File: src/rtl/rxr_pkg.sv
`timescale 1ns/1ps
// Shared definitions for the receive ring index manager: configuration
// word layout and channel mode encoding.
package rxr_pkg;
    localparam int CFG_W     = 32;
    localparam int MODE_LSB  = 30;
    localparam int EXP_LSB   = 20;
    localparam int BSZ_LSB   = 16;
    localparam int DEST_LSB  = 12;
    localparam int TMO_LSB   = 4;
    localparam int TMO_W     = 8;

    typedef enum logic [1:0] {
        MODE_OFF = 2'b00,
        MODE_EOF = 2'b01,
        MODE_RUN = 2'b10,
        MODE_RSV = 2'b11
    } chan_mode_e;

    typedef struct packed {
        chan_mode_e       mode;
        logic [3:0]       exp;
        logic [1:0]       bsz;
        logic [1:0]       dest;
        logic [TMO_W-1:0] tmo;
    } cfg_t;
endpackage

File: src/rtl/rxr_cfg.sv
`timescale 1ns/1ps
// rxr_cfg: holds the configuration word and decodes it.
// Assumes: EXP_MIN <= EXP_MAX <= IDX_W. Reserved bits are not stored.
module rxr_cfg
    import rxr_pkg::*;
#(
    parameter int IDX_W   = 12,
    parameter int EXP_MIN = 5,
    parameter int EXP_MAX = 12
) (
    input  logic             clk,
    input  logic             rst_n,
    input  logic             cfg_we,
    input  logic [CFG_W-1:0] cfg_wdata,
    output chan_mode_e       mode,
    output logic [IDX_W-1:0] ring_mask,
    output logic [4:0]       buf_kbytes,
    output logic             to_host,
    output logic [TMO_W-1:0] tmo
);
    cfg_t       cfg_q;
    logic [3:0] exp_eff;
    logic       unused_rsvd;

    assign unused_rsvd = ^{cfg_wdata[29:24], cfg_wdata[19:18],
                           cfg_wdata[15:14], cfg_wdata[3:0]};

    // Capture the decoded fields on a configuration write.
    always_ff @(posedge clk) begin
        if (!rst_n) begin
            cfg_q <= '0;
        end else if (cfg_we) begin
            cfg_q.mode <= chan_mode_e'(cfg_wdata[MODE_LSB +: 2]);
            cfg_q.exp  <= cfg_wdata[EXP_LSB +: 4];
            cfg_q.bsz  <= cfg_wdata[BSZ_LSB +: 2];
            cfg_q.dest <= cfg_wdata[DEST_LSB +: 2];
            cfg_q.tmo  <= cfg_wdata[TMO_LSB +: TMO_W];
        end
    end

    // Clamp the ring exponent into the legal range.
    always_comb begin
        if (cfg_q.exp < 4'(EXP_MIN))      exp_eff = 4'(EXP_MIN);
        else if (cfg_q.exp > 4'(EXP_MAX)) exp_eff = 4'(EXP_MAX);
        else                              exp_eff = cfg_q.exp;
    end

    // One mask bit per index bit: set below the ring exponent.
    for (genvar b = 0; b < IDX_W; b++) begin : g_mask
        assign ring_mask[b] = (b < int'(exp_eff));
    end

    assign mode       = cfg_q.mode;
    assign buf_kbytes = {({1'b0, cfg_q.bsz} + 3'd1), 2'b00};
    assign to_host    = (cfg_q.dest == 2'b01);
    assign tmo        = cfg_q.tmo;
endmodule

File: src/rtl/rxr_idx.sv
`timescale 1ns/1ps
// rxr_idx: host write index and device fill index with the full rule.
// Assumes: ring_mask is 2^N-1. The host posts in steps of 2^STEP_LOG.
module rxr_idx #(
    parameter int IDX_W    = 12,
    parameter int STEP_LOG = 3
) (
    input  logic             clk,
    input  logic             rst_n,
    input  logic [IDX_W-1:0] ring_mask,
    input  logic             widx_we,
    input  logic [IDX_W-1:0] widx_wdata,
    input  logic             adv_req,
    output logic [IDX_W-1:0] fill_idx,
    output logic [IDX_W-1:0] fill_next,
    output logic             has_room,
    output logic             fill_adv,
    output logic             align_err
);
    localparam logic [IDX_W-1:0] STEP_MASK = IDX_W'((1 << STEP_LOG) - 1);

    logic [IDX_W-1:0] wr_q;
    logic [IDX_W-1:0] fill_q;
    logic             err_q;

    assign has_room  = ((fill_q & ring_mask) != (wr_q & ring_mask));
    assign fill_adv  = adv_req & has_room;
    assign fill_next = fill_adv ? ((fill_q + 1'b1) & ring_mask) : fill_q;

    // Store the rounded, masked host write index and flag misalignment.
    always_ff @(posedge clk) begin
        if (!rst_n) begin
            wr_q  <= '0;
            err_q <= 1'b0;
        end else if (widx_we) begin
            wr_q <= widx_wdata & ring_mask & ~STEP_MASK;
            if ((widx_wdata & STEP_MASK) != '0) err_q <= 1'b1;
        end
    end

    // Advance the fill index on each accepted filled buffer.
    always_ff @(posedge clk) begin
        if (!rst_n) fill_q <= '0;
        else        fill_q <= fill_next;
    end

    assign fill_idx  = fill_q;
    assign align_err = err_q;

    assert_no_overflow_R4: assert property (@(posedge clk) disable iff (!rst_n)
        !has_room |=> $stable(fill_idx));
    assert_align_set_R6: assert property (@(posedge clk) disable iff (!rst_n)
        (widx_we && (widx_wdata & STEP_MASK) != '0) |=> align_err);
    assert_align_sticky_R6: assert property (@(posedge clk) disable iff (!rst_n)
        align_err |=> align_err);
endmodule

File: src/rtl/rxr_chan.sv
`timescale 1ns/1ps
// rxr_chan: channel mode handling and open-frame tracking.
// Assumes: mode comes from registered configuration. The reserved mode counts as off.
module rxr_chan
    import rxr_pkg::*;
(
    input  logic       clk,
    input  logic       rst_n,
    input  chan_mode_e mode,
    input  logic       frame_end,
    input  logic       fill_adv,
    output logic       accept,
    output logic       eof_acc,
    output logic       chan_idle
);
    logic in_frame_q;

    assign accept    = (mode == MODE_RUN) || ((mode == MODE_EOF) && in_frame_q);
    assign eof_acc   = accept & frame_end;
    assign chan_idle = ~accept;

    // Track whether a frame has buffers filled but no end seen yet.
    always_ff @(posedge clk) begin
        if (!rst_n)                                     in_frame_q <= 1'b0;
        else if ((mode == MODE_OFF) || (mode == MODE_RSV)) in_frame_q <= 1'b0;
        else if (eof_acc)                               in_frame_q <= 1'b0;
        else if (fill_adv)                              in_frame_q <= 1'b1;
    end

    assert_stay_idle_R9: assert property (@(posedge clk) disable iff (!rst_n)
        (chan_idle && mode != MODE_RUN) |=> (chan_idle || mode == MODE_RUN));
endmodule

File: src/rtl/rxr_notify.sv
`timescale 1ns/1ps
// rxr_notify: status writes on frame end or flush timeout, plus the interrupt.
// Assumes: tmo is in units of TICKS_PER_UNIT cycles. A zero tmo turns the timer off.
module rxr_notify
    import rxr_pkg::*;
#(
    parameter int IDX_W          = 12,
    parameter int TICKS_PER_UNIT = 6400
) (
    input  logic             clk,
    input  logic             rst_n,
    input  logic             eof_acc,
    input  logic             fill_adv,
    input  logic [IDX_W-1:0] fill_next,
    input  logic [TMO_W-1:0] tmo,
    input  logic             to_host,
    output logic             stat_we,
    output logic [IDX_W-1:0] stat_idx,
    output logic             host_irq
);
    localparam int TICK_W = (TICKS_PER_UNIT > 1) ? $clog2(TICKS_PER_UNIT) : 1;
    localparam logic [TICK_W-1:0] TICK_LAST = TICK_W'(TICKS_PER_UNIT - 1);

    logic              pend_q;
    logic [TICK_W-1:0] tick_q;
    logic [TMO_W-1:0]  unit_q;
    logic              fire;
    logic              send;

    assign fire = pend_q && (tmo != '0) && (tick_q == TICK_LAST) &&
                  (unit_q == tmo - 1'b1);
    assign send = eof_acc | fire;

    // Remember filled buffers that no status write has reported yet.
    always_ff @(posedge clk) begin
        if (!rst_n)        pend_q <= 1'b0;
        else if (send)     pend_q <= 1'b0;
        else if (fill_adv) pend_q <= 1'b1;
    end

    // Count ticks and units while a report is pending.
    always_ff @(posedge clk) begin
        if (!rst_n || send || !pend_q) begin
            tick_q <= '0;
            unit_q <= '0;
        end else if (tick_q == TICK_LAST) begin
            tick_q <= '0;
            unit_q <= unit_q + 1'b1;
        end else begin
            tick_q <= tick_q + 1'b1;
        end
    end

    // Issue the status write and the optional interrupt.
    always_ff @(posedge clk) begin
        if (!rst_n) begin
            stat_we  <= 1'b0;
            host_irq <= 1'b0;
            stat_idx <= '0;
        end else begin
            stat_we  <= send;
            host_irq <= send & to_host;
            if (send) stat_idx <= fill_next;
        end
    end

    assert_irq_with_status_R10: assert property (@(posedge clk) disable iff (!rst_n)
        host_irq |-> stat_we);
endmodule

File: src/rtl/rxr_ring_ctl.sv
`timescale 1ns/1ps
// rxr_ring_ctl: top of the receive descriptor ring index manager.
// Assumes: a single ring. Events arrive at most one per cycle per input.
module rxr_ring_ctl
    import rxr_pkg::*;
#(
    parameter int IDX_W          = 12,
    parameter int EXP_MIN        = 5,
    parameter int EXP_MAX        = 12,
    parameter int STEP_LOG       = 3,
    parameter int TICKS_PER_UNIT = 6400
) (
    input  logic             clk,
    input  logic             rst_n,
    input  logic             cfg_we,
    input  logic [31:0]      cfg_wdata,
    input  logic             widx_we,
    input  logic [IDX_W-1:0] widx_wdata,
    input  logic             buf_done,
    input  logic             frame_end,
    output logic [IDX_W-1:0] fill_idx,
    output logic             has_room,
    output logic             stat_we,
    output logic [IDX_W-1:0] stat_idx,
    output logic             host_irq,
    output logic             chan_idle,
    output logic             align_err,
    output logic [IDX_W-1:0] ring_mask,
    output logic [4:0]       buf_kbytes
);
    chan_mode_e       mode;
    logic             to_host;
    logic [TMO_W-1:0] tmo;
    logic             accept;
    logic             eof_acc;
    logic             fill_adv;
    logic [IDX_W-1:0] fill_next;

    rxr_cfg #(.IDX_W(IDX_W), .EXP_MIN(EXP_MIN), .EXP_MAX(EXP_MAX)) u_cfg (
        .clk(clk), .rst_n(rst_n), .cfg_we(cfg_we), .cfg_wdata(cfg_wdata),
        .mode(mode), .ring_mask(ring_mask), .buf_kbytes(buf_kbytes),
        .to_host(to_host), .tmo(tmo)
    );

    rxr_chan u_chan (
        .clk(clk), .rst_n(rst_n), .mode(mode), .frame_end(frame_end),
        .fill_adv(fill_adv), .accept(accept), .eof_acc(eof_acc),
        .chan_idle(chan_idle)
    );

    rxr_idx #(.IDX_W(IDX_W), .STEP_LOG(STEP_LOG)) u_idx (
        .clk(clk), .rst_n(rst_n), .ring_mask(ring_mask),
        .widx_we(widx_we), .widx_wdata(widx_wdata),
        .adv_req(accept & buf_done), .fill_idx(fill_idx),
        .fill_next(fill_next), .has_room(has_room), .fill_adv(fill_adv),
        .align_err(align_err)
    );

    rxr_notify #(.IDX_W(IDX_W), .TICKS_PER_UNIT(TICKS_PER_UNIT)) u_notify (
        .clk(clk), .rst_n(rst_n), .eof_acc(eof_acc), .fill_adv(fill_adv),
        .fill_next(fill_next), .tmo(tmo), .to_host(to_host),
        .stat_we(stat_we), .stat_idx(stat_idx), .host_irq(host_irq)
    );

    assert_idle_frozen_R8: assert property (@(posedge clk) disable iff (!rst_n)
        chan_idle |=> $stable(fill_idx));
endmodule

File: config.mk
export PLATFORM = sky130hd
export DESIGN_NAME = rxr_ring_ctl
export DESIGN_NICKNAME = d
export VERILOG_FILES = /design/src/rtl/rxr_pkg.sv /design/src/rtl/rxr_cfg.sv /design/src/rtl/rxr_idx.sv /design/src/rtl/rxr_chan.sv /design/src/rtl/rxr_notify.sv /design/src/rtl/rxr_ring_ctl.sv
export SDC_FILE = /design/constraint.sdc
export NUM_CORES = 1
export LEC_CHECK = 0
export BUFFER_PORTS_ARGS = -buffer_cell sky130_fd_sc_hd__buf_2
export CORE_MARGIN = 2
export CORE_UTILIZATION = 35
export CTS_CLUSTER_DIAMETER = 100
export DETAILED_ROUTE_END_ITERATION = 10
export GPL_TIMING_DRIVEN = 0
export SYNTH_ARGS = -nofsm -noshare
export SYNTH_HDL_FRONTEND = slang
export SYNTH_SLANG_ARGS = --single-unit
export TNS_END_PERCENT = 1
File: constraint.sdc
create_clock -name clk -period 4.4 [get_ports clk]
set_input_delay 0.88 -clock clk [delete_from_list [all_inputs] [get_ports clk]]
set_output_delay 0.88 -clock clk [all_outputs]
set_load 0.005 [all_outputs]
==> flow_summary.toml <==
[timing]
finClkSkew_ns = 0.0145
hold_ws_ns = 0.424
rsz0062_at_grt = "false"
final.setup.tns_ns = 0
hold_violations = 0
setup_viol = 0
fin_crit_ns = 2.98
fmax_mhz = 335
relSlewSlack_pct = 53.0
period_share_pct = 67.8
slew_viol_final = 0
worst_pin_slew_ns = 0.704

[global_route]
grt_pass1_wl_um = 14100
grt_pass1_vias = 2834
grt_usage_pct = 15.7
overflow = 0
antenna_found_initial = 0
grt_max_degree = 16

[clocking]
hold_buffers = 0
htree_levels = 3
cts_setup_buffers = 0
path_clk_slew_ns = 0.09
insertion_delay_ns = 0.35
clock_sinks = 77
cts_tree = "done"
cts_resized = 0
numCtsBuffers = 9
cts-root-buf = "clkbuf_8"
clock_path_buffers = 2

[critical_path]
crit_required_ns = 3.52
crit_path_max_fanout = 8
cpMaxStageDelayCell = "a211oi_1"
slowest_delay_ns = 0.42
arrival_ns = 2.10
critPathCaptureType = "primary output"
critPathKind = "flop to primary output"
cp-start-kind = "flop"
crit_path_cell_trace = "clkbuf_1, o21a_1, a22o_1, a211oi_1, nand2_1, buf_2"

[logic_synthesis]
synth-seq-cells = 77
yosysWarnings = 0
synth_edf_count = 0
ys_seq_area_share_pct = 42.0
yosys.area.top_type = "dfxtp_1"
synthArstFlopShare_pct = 0
syn_inst = 400
synth_ff_type = "dfxtp_1"
post_synth_instance_area_um2 = 3670
synth_top_area_share_pct = 42.0
synth.distinct_cells = 58
syn_avg_cell_area_um2 = 9.17
yosys-top-cells-area = "dfxtp_1 (42%), mux2i_1 (6.3%), nor2_1 (4.9%)"

[cells_and_area]
antennaDiodeCount = 0
seqCellArea_um2 = 1540
final_core_util_pct = 43.1
multi_input_area_um2 = 1970
area_growth_pct = 20.1
drive_above_1_share_pct = 23.3
nets = 546
nFillCells = 1004

[pwr]
p_sw_w = 0.000363
power_density_nw_per_um2 = 305
swShare_pct = 27.0
p_int_w = 0.000982
pwr-share-clk_pct = 36.6
power_frac_seq_pct = 53.8
p_comb_share_pct = 9.6
p_leak_nw = 1.95
vdd_ir_drop_max_v = 0.000205

[job]
cap_violations = 0

[hold_path]
min_path_type = "flop to flop"

[placed_design]
portBuffers = 73
hpwlAfterDp_um = 6590
place_congestion = 0.844

[floorplan]
coreArea_um2 = 10200
start_util_pct = 35.9
die-height_um = 106
ios = 96
core.rowCount = 37
die_w_um = 106
die_area_um2 = 11300

[routing]
viasPerCell = 4.87
antenna_left = 0
drt_iter0_markers = 138
wirelength_um = 8660
first_pass_iters = 4
wl_per_cell_um = 13.7
dr_total_vias = 3069
drcViolationCount = 0

[status]
outcome = "finished, final reports clean"
[layout by cell type, fill, tap and decap left out, types with 8 or more instances in the layout]
cell type / netlist / routed
clkbuf_8: 0 / 9
dfxtp_1: 77 / 77
buf_2: 1 / 74
and2_1: 11 / 11
nand2b_1: 8 / 8
mux2i_1: 23 / 23
nand2_1: 17 / 17
a21oi_1: 17 / 17
xor2_1: 17 / 17
xnor2_1: 19 / 19
and3_1: 15 / 15
nand3_1: 22 / 22
inv_1: 10 / 10
nor2_1: 48 / 48
clkbuf_1: 8 / 8
[cells in the mapped netlist, drive strengths merged (3+ instances only)]
master	number
nor2	48
nor3b	3
a21o	3
buf	14
nand2b	8
ha	7
mux2i	23
and3	15
and4	3
o21ai	7
nand4	6
a21oi	18
xor2	17
mux2	4
a22oi	5
clkbuf	8
a22o	5
inv	12
nand3	22
dfxtp	77
or3	3
and2	12
xnor2	19
nand2	17
o2bb2ai	7
nor3	8
[routing by layer]
metal / global-route usage [%] / share of wire [%] / vias to the layer above
met5: 0 / 0 / -
met4: 3.10 / 0.49 / 0
met3: 5.40 / 7.0 / 4
met2: 25.8 / 46 / 83
met1: 20.0 / 47 / 1415
li1: - / - / 1567
[cell families after synthesis]
group,after synthesis,share of synthesized area (%)
and+or+nand+nor,154,21.9
DFF,77,42.0
AOI/OAI and AO/OA,63,12.7
xor gates and xnor gates,36,8.59
buffers and inverters,34,4.70
muxes,27,7.50
adders and majority gates,7,2.39
other,2,0.205
[power by group through the flow]
stage / sequential [W] / combinational (W) / clock, W
final: 0.000723 / 0.000129 / 0.000493
after global routing: 0.000726 / 0.000144 / 0.000546
after CTS: 0.000723 / 0.000131 / 0.000509
after detailed placement: 0.000739 / 0.000130 / 0
after global placement: 0.000739 / 0.000127 / 0
after floorplan: 0.000736 / 0.0000853 / 0
[state kept, by name, summed over array words and instances, names as in the netlist]
signal             count
u_cfg.mode             2
u_idx.align_err        1
u_cfg.tmo              8
u_chan.in_frame_q      1
u_idx.fill_idx        12
u_notify.pend_q        1
u_idx.wr_q             9
u_notify.stat_idx     12
u_notify.stat_we       1
u_notify.tick_q       13
u_cfg.cfg_q            8
u_notify.unit_q        8
u_notify.host_irq      1
[worst max-delay path: cells and delay by family, from the launching register on]
family / cells / cell delay (ns)
AO/OA/AOI/OAI: 3 / 0.96
buffers and inverters: 2 / 0.34
flip-flops: 1 / 0.30
AND/OR/NAND/NOR: 1 / 0.15
[final timing paths]
check        cells past startpoint                    startpoint  slack, ns                           endpoint
min                              1   u_cfg.cfg_q[9]$_SDFFE_PN0P_       0.42       u_notify.host_irq$_SDFF_PN0_
max                              6  u_cfg.cfg_q[14]$_SDFFE_PN0P_       1.42                           has_room
min reg2reg                      1   u_cfg.cfg_q[9]$_SDFFE_PN0P_       0.42       u_notify.host_irq$_SDFF_PN0_
max reg2reg                      9     u_cfg.tmo[0]$_SDFFE_PN0P_       1.96  u_notify.stat_idx[5]$_SDFFE_PN0P_
[layout make-up]
class                           instances  share of cell area, %
Timing Repair Buffer                   73                   8.29
Clock inverter                          7                   1.36
Inverter                               12                   1.08
Multi-Input combinational cell        294                   44.8
Sequential cell                        77                   35.0
Tap cell                              136                   3.86
Buffer                                 22                   2.84
Clock buffer                            9                   2.81
[per-stage QoR]
step | total power (W) | setup WS (ns) | cell area, µm² | std cells
after floorplan | 0.000821 | 2.21 | 3690 | 405
after global placement | 0.000866 | 1.88 | 4220 | 614
after detailed placement | 0.000869 | 1.83 | 4220 | 614
after CTS | 0.00136 | 1.44 | 4410 | 630
after global routing | 0.00142 | 1.23 | 4410 | 630
final | 0.00134 | 1.42 | 4410 | 630
(Power assumes the default switching activity.)
